File: src/rtl/rvg_pkg.sv
`timescale 1ns/1ps
// Shared definitions for the register read guard.
// Assumes: a single clock domain; the CRC polynomial is given without its top term.
package rvg_pkg;

    // Controller phases: accepting reads, or resolving a disagreement
    typedef enum logic {
        ST_IDLE  = 1'b0,
        ST_CHECK = 1'b1
    } rvg_state_e;

    // x^8 + x^2 + x + 1, top term implied
    localparam logic [7:0] RVG_CRC8_POLY = 8'h07;

endpackage

File: src/rtl/rvg_crc.sv
`timescale 1ns/1ps
// Combinational CRC over one data word, MSB first, zero start value.
// Assumes: CRC_W >= 2; POLY omits the x^CRC_W term.
module rvg_crc #(
    parameter int              DATA_W = 32,
    parameter int              CRC_W  = 8,
    parameter logic [CRC_W-1:0] POLY  = 8'h07
) (
    input  logic [DATA_W-1:0] data_i,
    output logic [CRC_W-1:0]  crc_o
);

    logic [CRC_W-1:0] acc;
    logic             fb;

    // Serial division unrolled into a chain of XOR stages
    always_comb begin
        acc = '0;
        fb  = 1'b0;
        for (int i = DATA_W - 1; i >= 0; i--) begin
            fb  = acc[CRC_W-1] ^ data_i[i];
            acc = {acc[CRC_W-2:0], 1'b0};
            if (fb) begin
                acc = acc ^ POLY;
            end
        end
        crc_o = acc;
    end

endmodule

File: src/rtl/rvg_store.sv
`timescale 1ns/1ps
// Entry storage: valid bits, register tags, values and CRCs.
// Provides associative lookups for read, write and upset, and rotation allocation.
// Assumes: at most one entry per register tag, which the write path maintains.
module rvg_store #(
    parameter int ENTRIES = 8,
    parameter int DATA_W  = 32,
    parameter int ADDR_W  = 5,
    parameter int CRC_W   = 8,
    parameter int SLOT_W  = $clog2(ENTRIES)
) (
    input  logic              clk,
    input  logic              rst_n,
    // read lookup
    input  logic [ADDR_W-1:0] rd_addr_i,
    output logic              rd_hit_o,
    output logic [SLOT_W-1:0] rd_slot_o,
    output logic [DATA_W-1:0] rd_val_o,
    output logic [CRC_W-1:0]  rd_crc_o,
    // write
    input  logic              wr_en_i,
    input  logic [ADDR_W-1:0] wr_addr_i,
    input  logic [DATA_W-1:0] wr_data_i,
    input  logic [CRC_W-1:0]  wr_crc_i,
    output logic [SLOT_W-1:0] wr_slot_o,
    // fault emulation
    input  logic              up_en_i,
    input  logic [ADDR_W-1:0] up_addr_i,
    input  logic [DATA_W-1:0] up_mask_i,
    // invalidation from the checker
    input  logic              inv_en_i,
    input  logic [SLOT_W-1:0] inv_slot_i
);

    localparam logic [SLOT_W-1:0] LAST_SLOT = SLOT_W'(ENTRIES - 1);

    logic [ENTRIES-1:0] vld_q;
    logic [ADDR_W-1:0]  tag_q [ENTRIES];
    logic [DATA_W-1:0]  val_q [ENTRIES];
    logic [CRC_W-1:0]   crc_q [ENTRIES];
    logic [SLOT_W-1:0]  ptr_q;

    logic [ENTRIES-1:0] rd_match, wr_match, up_match;
    logic               wr_hit, up_hit;
    logic [SLOT_W-1:0]  up_slot;

    // Encode a one-hot match vector into a slot number
    function automatic logic [SLOT_W-1:0] slot_of(input logic [ENTRIES-1:0] v);
        logic [SLOT_W-1:0] idx;
        idx = '0;
        for (int i = 0; i < ENTRIES; i++) begin
            if (v[i]) idx = SLOT_W'(i);
        end
        return idx;
    endfunction

    // One comparator per entry for each of the three lookups
    for (genvar g = 0; g < ENTRIES; g++) begin : g_cmp
        assign rd_match[g] = vld_q[g] && (tag_q[g] == rd_addr_i);
        assign wr_match[g] = vld_q[g] && (tag_q[g] == wr_addr_i);
        assign up_match[g] = vld_q[g] && (tag_q[g] == up_addr_i);
    end

    // Lookup results and target slot selection
    always_comb begin
        rd_hit_o  = |rd_match;
        rd_slot_o = slot_of(rd_match);
        rd_val_o  = val_q[rd_slot_o];
        rd_crc_o  = crc_q[rd_slot_o];
        wr_hit    = |wr_match;
        wr_slot_o = wr_hit ? slot_of(wr_match) : ptr_q;
        up_hit    = |up_match;
        up_slot   = slot_of(up_match);
    end

    // Valid bits and the rotation pointer; a write overrides a same-cycle drop
    always_ff @(posedge clk) begin
        if (!rst_n) begin
            vld_q <= '0;
            ptr_q <= '0;
        end else begin
            if (inv_en_i) begin
                vld_q[inv_slot_i] <= 1'b0;
            end
            if (wr_en_i) begin
                vld_q[wr_slot_o] <= 1'b1;
                if (!wr_hit) begin
                    ptr_q <= (ptr_q == LAST_SLOT) ? '0 : ptr_q + 1'b1;
                end
            end
        end
    end

    // Entry payload; an upset is applied first so a same-cycle write wins
    always_ff @(posedge clk) begin
        if (up_en_i && up_hit) begin
            val_q[up_slot] <= val_q[up_slot] ^ up_mask_i;
        end
        if (wr_en_i) begin
            tag_q[wr_slot_o] <= wr_addr_i;
            val_q[wr_slot_o] <= wr_data_i;
            crc_q[wr_slot_o] <= wr_crc_i;
        end
    end

    // one register never occupies two entries
    assert_rd_unique_R2: assert property (@(posedge clk) disable iff (!rst_n)
        $onehot0(rd_match));
    assert_wr_unique_R2: assert property (@(posedge clk) disable iff (!rst_n)
        $onehot0(wr_match));
    // the rotation pointer stays inside the entry range
    assert_ptr_range_R3: assert property (@(posedge clk) disable iff (!rst_n)
        int'(ptr_q) < ENTRIES);
    // an in-place update leaves the rotation pointer alone
    assert_ptr_hold_R3: assert property (@(posedge clk) disable iff (!rst_n)
        (wr_en_i && wr_hit) |=> $stable(ptr_q));

endmodule

File: src/rtl/rvg_ctrl.sv
`timescale 1ns/1ps
// Read path controller: passes, checks or corrects a register read.
// On a disagreement it captures both copies, stalls one cycle, and lets the
// recomputed CRC of the cached copy pick the result.
// Assumes: chk_crc_i is the CRC of cap_val_o, computed combinationally outside.
module rvg_ctrl
    import rvg_pkg::*;
#(
    parameter int DATA_W = 32,
    parameter int CRC_W  = 8,
    parameter int SLOT_W = 3
) (
    input  logic              clk,
    input  logic              rst_n,
    input  logic              rd_en_i,
    input  logic [DATA_W-1:0] rf_data_i,
    input  logic              rd_hit_i,
    input  logic [SLOT_W-1:0] rd_slot_i,
    input  logic [DATA_W-1:0] rd_val_i,
    input  logic [CRC_W-1:0]  rd_crc_i,
    input  logic              wr_en_i,
    input  logic [SLOT_W-1:0] wr_slot_i,
    input  logic [CRC_W-1:0]  chk_crc_i,
    output logic [DATA_W-1:0] cap_val_o,
    output logic              inv_en_o,
    output logic [SLOT_W-1:0] inv_slot_o,
    output logic              rd_valid_o,
    output logic [DATA_W-1:0] rd_data_o,
    output logic              err_o,
    output logic              stall_o
);

    rvg_state_e        state_q;
    logic [DATA_W-1:0] cap_val_q, cap_rf_q;
    logic [CRC_W-1:0]  cap_crc_q;
    logic [SLOT_W-1:0] cap_slot_q;
    logic              cap_dirty_q;

    logic accept, mismatch, crc_good, slot_rewritten;

    // Decode the current cycle's read and check conditions
    always_comb begin
        accept         = (state_q == ST_IDLE) && rd_en_i;
        mismatch       = accept && rd_hit_i && (rd_val_i != rf_data_i);
        crc_good       = (chk_crc_i == cap_crc_q);
        slot_rewritten = wr_en_i && (wr_slot_i == cap_slot_q);
        inv_en_o       = (state_q == ST_CHECK) && !crc_good
                         && !cap_dirty_q && !slot_rewritten;
        inv_slot_o     = cap_slot_q;
        cap_val_o      = cap_val_q;
        stall_o        = (state_q == ST_CHECK);
    end

    // Phase register and registered read result
    always_ff @(posedge clk) begin
        if (!rst_n) begin
            state_q    <= ST_IDLE;
            rd_valid_o <= 1'b0;
            err_o      <= 1'b0;
            rd_data_o  <= '0;
        end else begin
            rd_valid_o <= 1'b0;
            err_o      <= 1'b0;
            if (state_q == ST_CHECK) begin
                state_q    <= ST_IDLE;
                rd_valid_o <= 1'b1;
                rd_data_o  <= crc_good ? cap_val_q : cap_rf_q;
                err_o      <= crc_good;
            end else if (mismatch) begin
                state_q <= ST_CHECK;
            end else if (accept) begin
                rd_valid_o <= 1'b1;
                rd_data_o  <= rf_data_i;
            end
        end
    end

    // Capture both copies when a disagreement is seen
    always_ff @(posedge clk) begin
        if (mismatch) begin
            cap_val_q   <= rd_val_i;
            cap_crc_q   <= rd_crc_i;
            cap_rf_q    <= rf_data_i;
            cap_slot_q  <= rd_slot_i;
            cap_dirty_q <= wr_en_i && (wr_slot_i == rd_slot_i);
        end
    end

    // the check lasts exactly one cycle
    assert_stall_single_R6: assert property (@(posedge clk) disable iff (!rst_n)
        stall_o |=> !stall_o);
    // the result follows the stall cycle
    assert_stall_resolves_R6: assert property (@(posedge clk) disable iff (!rst_n)
        $rose(stall_o) |=> rd_valid_o);
    // no result is presented during the stall cycle
    assert_stall_no_valid_R6: assert property (@(posedge clk) disable iff (!rst_n)
        stall_o |-> !rd_valid_o);
    // an error pulse only comes with a result
    assert_err_with_valid_R7: assert property (@(posedge clk) disable iff (!rst_n)
        err_o |-> rd_valid_o);
    // an error pulse only ends a check cycle
    assert_err_after_check_R7: assert property (@(posedge clk) disable iff (!rst_n)
        err_o |-> $past(stall_o));

endmodule

File: src/rtl/regval_guard.sv
`timescale 1ns/1ps
// Register read guard cache: keeps CRC-protected copies of recently written
// registers and uses them to check, and if needed correct, register reads.
// Assumes: rf_rd_data belongs to rd_addr in the same cycle; ENTRIES is 6..16.
module regval_guard #(
    parameter int         ENTRIES  = 8,
    parameter int         DATA_W   = 32,
    parameter int         ADDR_W   = 5,
    parameter int         CRC_W    = 8,
    parameter logic [7:0] CRC_POLY = rvg_pkg::RVG_CRC8_POLY
) (
    input  logic              clk,
    input  logic              rst_n,
    input  logic              wr_en,
    input  logic [ADDR_W-1:0] wr_addr,
    input  logic [DATA_W-1:0] wr_data,
    input  logic              rd_en,
    input  logic [ADDR_W-1:0] rd_addr,
    input  logic [DATA_W-1:0] rf_rd_data,
    input  logic              upset_en,
    input  logic [ADDR_W-1:0] upset_addr,
    input  logic [DATA_W-1:0] upset_mask,
    output logic              rd_valid,
    output logic [DATA_W-1:0] rd_data,
    output logic              rd_error,
    output logic              stall
);

    localparam int SLOT_W = $clog2(ENTRIES);

    logic [CRC_W-1:0]  wr_crc, chk_crc, rd_crc;
    logic              rd_hit, inv_en;
    logic [SLOT_W-1:0] rd_slot, wr_slot, inv_slot;
    logic [DATA_W-1:0] rd_val, cap_val;

    // CRC of the incoming write data
    rvg_crc #(.DATA_W(DATA_W), .CRC_W(CRC_W), .POLY(CRC_POLY[CRC_W-1:0])) u_wr_crc (
        .data_i (wr_data),
        .crc_o  (wr_crc)
    );

    // CRC recomputed over the captured cached copy during the check cycle
    rvg_crc #(.DATA_W(DATA_W), .CRC_W(CRC_W), .POLY(CRC_POLY[CRC_W-1:0])) u_chk_crc (
        .data_i (cap_val),
        .crc_o  (chk_crc)
    );

    rvg_store #(
        .ENTRIES (ENTRIES),
        .DATA_W  (DATA_W),
        .ADDR_W  (ADDR_W),
        .CRC_W   (CRC_W),
        .SLOT_W  (SLOT_W)
    ) u_store (
        .clk        (clk),
        .rst_n      (rst_n),
        .rd_addr_i  (rd_addr),
        .rd_hit_o   (rd_hit),
        .rd_slot_o  (rd_slot),
        .rd_val_o   (rd_val),
        .rd_crc_o   (rd_crc),
        .wr_en_i    (wr_en),
        .wr_addr_i  (wr_addr),
        .wr_data_i  (wr_data),
        .wr_crc_i   (wr_crc),
        .wr_slot_o  (wr_slot),
        .up_en_i    (upset_en),
        .up_addr_i  (upset_addr),
        .up_mask_i  (upset_mask),
        .inv_en_i   (inv_en),
        .inv_slot_i (inv_slot)
    );

    rvg_ctrl #(
        .DATA_W (DATA_W),
        .CRC_W  (CRC_W),
        .SLOT_W (SLOT_W)
    ) u_ctrl (
        .clk        (clk),
        .rst_n      (rst_n),
        .rd_en_i    (rd_en),
        .rf_data_i  (rf_rd_data),
        .rd_hit_i   (rd_hit),
        .rd_slot_i  (rd_slot),
        .rd_val_i   (rd_val),
        .rd_crc_i   (rd_crc),
        .wr_en_i    (wr_en),
        .wr_slot_i  (wr_slot),
        .chk_crc_i  (chk_crc),
        .cap_val_o  (cap_val),
        .inv_en_o   (inv_en),
        .inv_slot_o (inv_slot),
        .rd_valid_o (rd_valid),
        .rd_data_o  (rd_data),
        .err_o      (rd_error),
        .stall_o    (stall)
    );

    // a read with no cached copy never stalls
    assert_miss_no_stall_R4: assert property (@(posedge clk) disable iff (!rst_n)
        (rd_en && !stall && !rd_hit) |=> !stall);
    // a dropped entry is never the one being checked next cycle
    assert_inv_ends_check_R8: assert property (@(posedge clk) disable iff (!rst_n)
        inv_en |=> !stall);

endmodule

File: config.mk
export PLATFORM = sky130hd
export DESIGN_NAME = regval_guard
export DESIGN_NICKNAME = d
export VERILOG_FILES = /design/src/rtl/rvg_pkg.sv /design/src/rtl/rvg_crc.sv /design/src/rtl/rvg_store.sv /design/src/rtl/rvg_ctrl.sv /design/src/rtl/regval_guard.sv
export SDC_FILE = /design/constraint.sdc
export NUM_CORES = 1
export LEC_CHECK = 0
export BUFFER_PORTS_ARGS = -buffer_cell sky130_fd_sc_hd__clkbuf_2
export CAP_MARGIN = 20
export CELL_PAD_IN_SITES_DETAIL_PLACEMENT = 0
export CELL_PAD_IN_SITES_GLOBAL_PLACEMENT = 1
export CORE_ASPECT_RATIO = 1.25
export CORE_UTILIZATION = 45
export CTS_CLUSTER_DIAMETER = 40
export DETAILED_ROUTE_END_ITERATION = 8
export PLACE_DENSITY = 0.74
export SETUP_SLACK_MARGIN = 0.05
export SKIP_CTS_REPAIR_TIMING = 1
export SYNTH_ARGS = -nofsm -noshare
export SYNTH_HDL_FRONTEND = slang
export SYNTH_SLANG_ARGS = --single-unit
File: constraint.sdc
create_clock -name clk -period 11.8 [get_ports clk]
set_input_delay 2.36 -clock clk [delete_from_list [all_inputs] [get_ports clk]]
set_output_delay 2.36 -clock clk [all_outputs]
set_load 0.01 [all_outputs]
# == Word-level counts from Yosys, hierarchy flattened ==
# Memory sizes are Yosys's and may differ from the RTL's. A register that Yosys moved wholly into a read port is not among the register bits.
# Index checks and enable logic that the tools add are counted.
# op_classes
addsub,1
multipliers,0
div,0
magnitude_cmp,4
n_eq_ne,30
n_shift,0
mux,106
bitwise_logic,131
n_reduce_logical,46
# ops
operator,count
2-to-1 mux 3 bit,78
NOT 3 bit,62
2-to-1 mux 32 bit,4
equality test 5 bit,24
bitwise XOR 1 bit,52
logical AND 1 bit,35
!= test 32 bit,1
bitwise XOR 32 bit,1
2-to-1 mux 8 bit,3
OR reduction 8 bit,3
2-to-1 mux 1 bit,13
2-to-1 mux 2 bit,6
"bitwise XOR 1 bit, first input constant",10
bitwise AND 8 bit,1
equality test 8 bit,1
"less-than comparator 3 x 4 -> 1 bit, second input constant",2
NOT 8 bit,1
bitwise OR 8 bit,1
demux 1 bit (select 3 bit),2
equality test 3 bit,2
"greater-or-equal comparator 3 x 1 -> 1 bit, second input constant",2
AND reduction 2 bit,3
"adder 3 x 1 -> 3 bit, second input constant",1
"equality test 3 bit, second input constant",1
other kinds (5),9
# word_totals
ff_bits,114
latchBits,0
mem_bits_rw,360
romBits,0
inputBits,116
out_inout_bits,35
wordCells,331
mem_count,3
# memory_table
name,depth,word_bits,read_ports,rd_clocked_by_memory_dff,wr,line,text
u_store.val_q,8,32,2,0,2,rvg_store.sv:39,logic [DATA_W-1:0] val_q [ENTRIES];
u_store.crc_q,8,8,1,1,1,rvg_store.sv:40,logic [CRC_W-1:0] crc_q [ENTRIES];
u_store.tag_q,8,5,8,0,1,rvg_store.sv:38,logic [ADDR_W-1:0] tag_q [ENTRIES];

# == Depth between registers and ports, before layout ==
# depth
depth_word,72
mapped_depth,18
mapped_depth_nobuf,13

# == By module ==
# A second synthesis with hierarchy kept.
# unflattened
cells_unflattened,2711
area_unflattened_um2,28318.4
# modules_own_cells
module,instances,cells_each,area_per_inst_um2,seq_area_each_um2
rvg_store,1,2133,21810.9,11030.6
rvg_ctrl,1,448,4848.4,2982.9
rvg_crc,2,65,829.5,0.0

# == Least setup slack after synthesis ==
# Ideal clock, no wire load.
# synth_timing
path_type,input to register
start,in upset_addr[2]
end,mem u_store.val_q[1][0] (enable)
setup_ns,0.466
arrival_ns,6.653
t_required_ns,11.334
slack_ns,4.682
path_stages,10
n_path_buf,4
cell_sequence,clkbuf_1 -> xor2_1 -> nor4_1 -> nand3_1 -> a21boi_0 -> clkbuf_1 -> clkbuf_1 -> buf_1 -> nand2b_1 -> o21ai_0
# synth_rtl
item,line,text
from (decl),regval_guard.sv:21,"input logic [ADDR_W-1:0] upset_addr,"
to (decl),rvg_store.sv:39,

# == Worst setup path in the final report ==
# layout_timing
start,in rd_addr[3]
end,reg u_ctrl.state_q (netlist: u_ctrl.stall_o)
# layout_between
elab_chain_len,13
elab_cells_between_ends,29
cone_classes,9 x eq/ne; 8 x mux; 11 x reduce/logical; 1 x memory
# layout_lines
item,line,text
from (decl),regval_guard.sv:18,"input logic [ADDR_W-1:0] rd_addr,"
equality test 5 bit,rvg_store.sv:59,assign rd_match[g] = vld_q[g] && (tag_q[g] == rd_addr_i);
logical AND 1 bit,rvg_store.sv:59,
2-to-1 mux 1 bit,rvg_store.sv:52,if (v[i]) idx = SLOT_W'(i);
2-to-1 mux 2 bit (2 in series),rvg_store.sv:52,
2-to-1 mux 3 bit (4 in series),rvg_store.sv:52,
memory read (8 x 32 bit),n/a,
!= test 32 bit,rvg_ctrl.sv:44,mismatch = accept && rd_hit_i && (rd_val_i != rf_data_i);
logical AND 1 bit *,rvg_ctrl.sv:44,
via u_ctrl.mismatch,rvg_ctrl.sv:39,"logic accept, mismatch, crc_good, slot_rewritten;"
2-to-1 mux 1 bit *,rvg_ctrl.sv:69,end else if (mismatch) begin
to (signal assigned),rvg_ctrl.sv:57,state_q <= ST_IDLE;
to (signal assigned),rvg_ctrl.sv:65,state_q <= ST_IDLE;
to (signal assigned),rvg_ctrl.sv:70,state_q <= ST_CHECK;
to (decl),rvg_ctrl.sv:33,rvg_state_e state_q;
# The timed path passes the listed nets; every way through them passes the cells marked *.
# A chain may end at the register's enable or synchronous reset.

==> results_dict.tcl <==
set metrics [dict create \
    status "completed" \
    synth_area_um2 28000 \
    leakagePower_uw 0.0115 \
    hpwl_um 59600 \
    r2r_slack_ns 5.82 \
    finalSetupViolCount 0 \
    dieArea_um2 63300 \
    crit_chain "clkbuf_2, xor2_1, nor4_1, nand3_1, o211ai_1, and2_2, buf_4, clkinv_1, o21ai_1, o211ai_1, a22oi_1, nand4_1, or4_1, and3_4, and2_1" \
    die_w_um 225 \
    tns_ns 0 \
    cp.depth 15 \
    die_h_um 281 \
    root_buffer "clkbuf_16" \
    num_antenna_cells 0 \
    worstPathRequired_ns 12.29 \
    tightestPinTransition_ns 0.994 \
    slowest_stage "clkinv_1" \
    synth-simple-area-share 0.0797 \
    grt_max_degree 78 \
    yosysWarnings 0 \
    startpoint_type "primary input" \
    htree_levels 3 \
    critPathTopFamily "simple AND/OR/NAND/NOR gates" \
    slew_viol_final 0 \
    synth_top_family_by_area "multiplexers" \
    final_common_cell "edfxtp_1" \
    area_growth_pct 14.2 \
    vias 20300 \
    insertion_delay_ns 0.62 \
    slew_headroom 0.337 \
    num_io_pins 151 \
    drive_gt1_frac 0.265 \
    r2r_end "u_ctrl.stall_o" \
    period_needed_ns 7.54 \
    grt_overflow 0 \
    synth_cell_type_count 59 \
    fill_cells 5334 \
    timing.rr.start "u_store.tag_q[4][3]" \
    routedWlPerCell_um 27.5 \
    drt_pass1_iterations 6 \
    synthCells 2361 \
    worstRegToRegCells 14 \
    worstSetupPathType "in2reg" \
    max_stage_delay_ns 0.98 \
    worst_slack_ns 4.26 \
    vias_per_cell 6.12 \
    hold_violations 0 \
    portBuffers 150 \
    async_flop_share 0 \
    path_common_cell "o211ai_1" \
    cts.sinks 482 \
    tritoncts "done" \
    antenna_found_initial 5 \
    wl_um 91200 \
    synth_edf_count 436 \
    fin_nets 2560 \
    hold_class "reg2reg" \
    drv_cap 0 \
    first_global_vias 20200 \
    synth-xor-area-share 0.102 \
    grt_use_total 0.287 \
    worstHoldPathCells 2 \
    finalClockSkew_ns 0.0265 \
    dr.first_iter.drc_count 1875 \
    min_period_over_period 0.639 \
    clock.fmax_mhz 133 \
    detail-route-antenna-nets 0 \
    synthAdderAreaFrac 0.000893 \
    final_cell_mix "edfxtp_1 (436), mux2_2 (320), nand2_1 (189)" \
    rows 101 \
    drc_errors 0 \
    rsz0062_at_grt "false" \
    start_util 0.458 \
    syn_nets 2479 \
    synth-main-ff-cell "edfxtp_1" \
    synth_mux_area_frac 0.164 \
    syn_avg_cell_area_um2 11.9 \
    cp-end-kind "register" \
    post-place-ws_ns 3.78 \
    cts.clk_slew.worst_paths_ns 0.06 \
    arrival_ns 8.03 \
    place_congestion 0.869 \
    clockBufferDepth 3 \
    crit_end "u_ctrl.stall_o" \
    core-area_um2 61200 \
    ir_drop_v 0.000102 \
    setup.worst_path.start "rd_addr[3]" \
    cts_buffers 72 \
    worstPathMaxFanout 77 \
    synth_compound_area_frac 0.118 \
    ys_ff_latch 482 \
    grt_pass1_wl_um 132000 \
    powerDensity_nw_per_um2 169 \
    seq_area_frac_synth 0.500 \
    total_power_uw 5410 \
    worst-path-buf-inv 3 \
]
## layout make-up
type                       instances  area [um2]  share of cell area
sequential                       482       14000               0.438
clock buffer                      79        1850              0.0577
timing repair buffer             192        1080              0.0338
inverter                          50         188             0.00586
clock inverter                    51         624              0.0195
multi-input combinational       1644       13200               0.413
tap                              824        1030              0.0322
## cell usage after synthesis, drive strengths merged, types with 48 or more instances
master | count | share of area
buf | 56 | 0.011
o22ai | 64 | 0.014
mux2 | 321 | 0.13
nor2 | 72 | 0.0097
clkbuf | 129 | 0.017
nand2 | 191 | 0.026
a22oi | 48 | 0.013
xor2 | 154 | 0.048
inv | 49 | 0.0066
xnor2 | 144 | 0.045
a211oi | 64 | 0.017
and3 | 49 | 0.011
edfxtp | 436 | 0.47
mux2i | 98 | 0.035
## stage by stage
stage	instance area (um2)	util	cells	hold slack, ns
detailed placement	29500	0.483	3191	0.452
global route	32000	0.524	3322	0.476
finish	32000	0.524	3322	0.458
CTS	32000	0.523	3321	0.460
floorplan	28000	-	2361	0.453
global placement	29500	0.483	3190	0.446
## worst register-to-register path, cell delays in order, from the launching register on
cell,delay [ns]
edfxtp_1,0.47
xor2_1,0.18
nor4_1,0.50
nand3_1,0.13
o211ai_1,0.12
and2_2,0.17
buf_4,0.65
clkinv_1,0.99
o21ai_1,0.43
o211ai_1,0.13
a22oi_1,0.54
nand4_1,0.15
or4_1,0.57
and3_4,0.53
and2_1,0.32
## layer usage
layer	vias up	track usage	share of wire
li1	9068	-	-
met1	10100	0.362	0.40
met2	900	0.478	0.48
met3	213	0.0456	0.074
met4	6	0.141	0.045
met5	-	0	0.00034
## registers in the layout (all words and copies together), names as in the netlist
name                cells
u_ctrl.cap_crc_q        8
u_ctrl.stall_o          1
u_ctrl.cap_rf_q        32
u_ctrl.rd_data_o       32
u_ctrl.cap_val_o       32
u_store.tag_q          40
u_ctrl.inv_slot_o       3
u_ctrl.err_o            1
u_ctrl.rd_valid_o       1
u_store.vld_q           8
u_store.ptr_q           3
u_ctrl.cap_dirty_q      1
u_store.crc_q          64
u_store.val_q         256
## worst min path at each step
stage | end | from
after global placement | u_ctrl.rd_data_o[30] | u_ctrl.rd_data_o[30]
after CTS | u_ctrl.rd_data_o[13] | u_ctrl.rd_data_o[13]
final | u_ctrl.rd_data_o[21] | u_ctrl.rd_data_o[21]
after detailed placement | u_ctrl.rd_data_o[13] | u_ctrl.rd_data_o[13]
after floorplan | u_store.ptr_q[1] | u_store.ptr_q[1]
after global routing | u_ctrl.rd_data_o[13] | u_ctrl.rd_data_o[13]
## cell families (layout without fill, tap and decap cells)
group	Yosys count	count (layout)
DFF	482	482
and+or+nand+nor	476	476
AOI/OAI and AO/OA	438	438
adders and majority gates	2	2
xor gates and xnor gates	309	309
buffers and inverters	235	372
muxes	419	419
## where the power goes
group	switching (uW)	internal [uW]	total (uW)
combinational	614	367	981
clock	841	1360	2200
sequential	30.8	2200	2230
total	1490	3930	5410
Power figures use the tool's default switching activity.
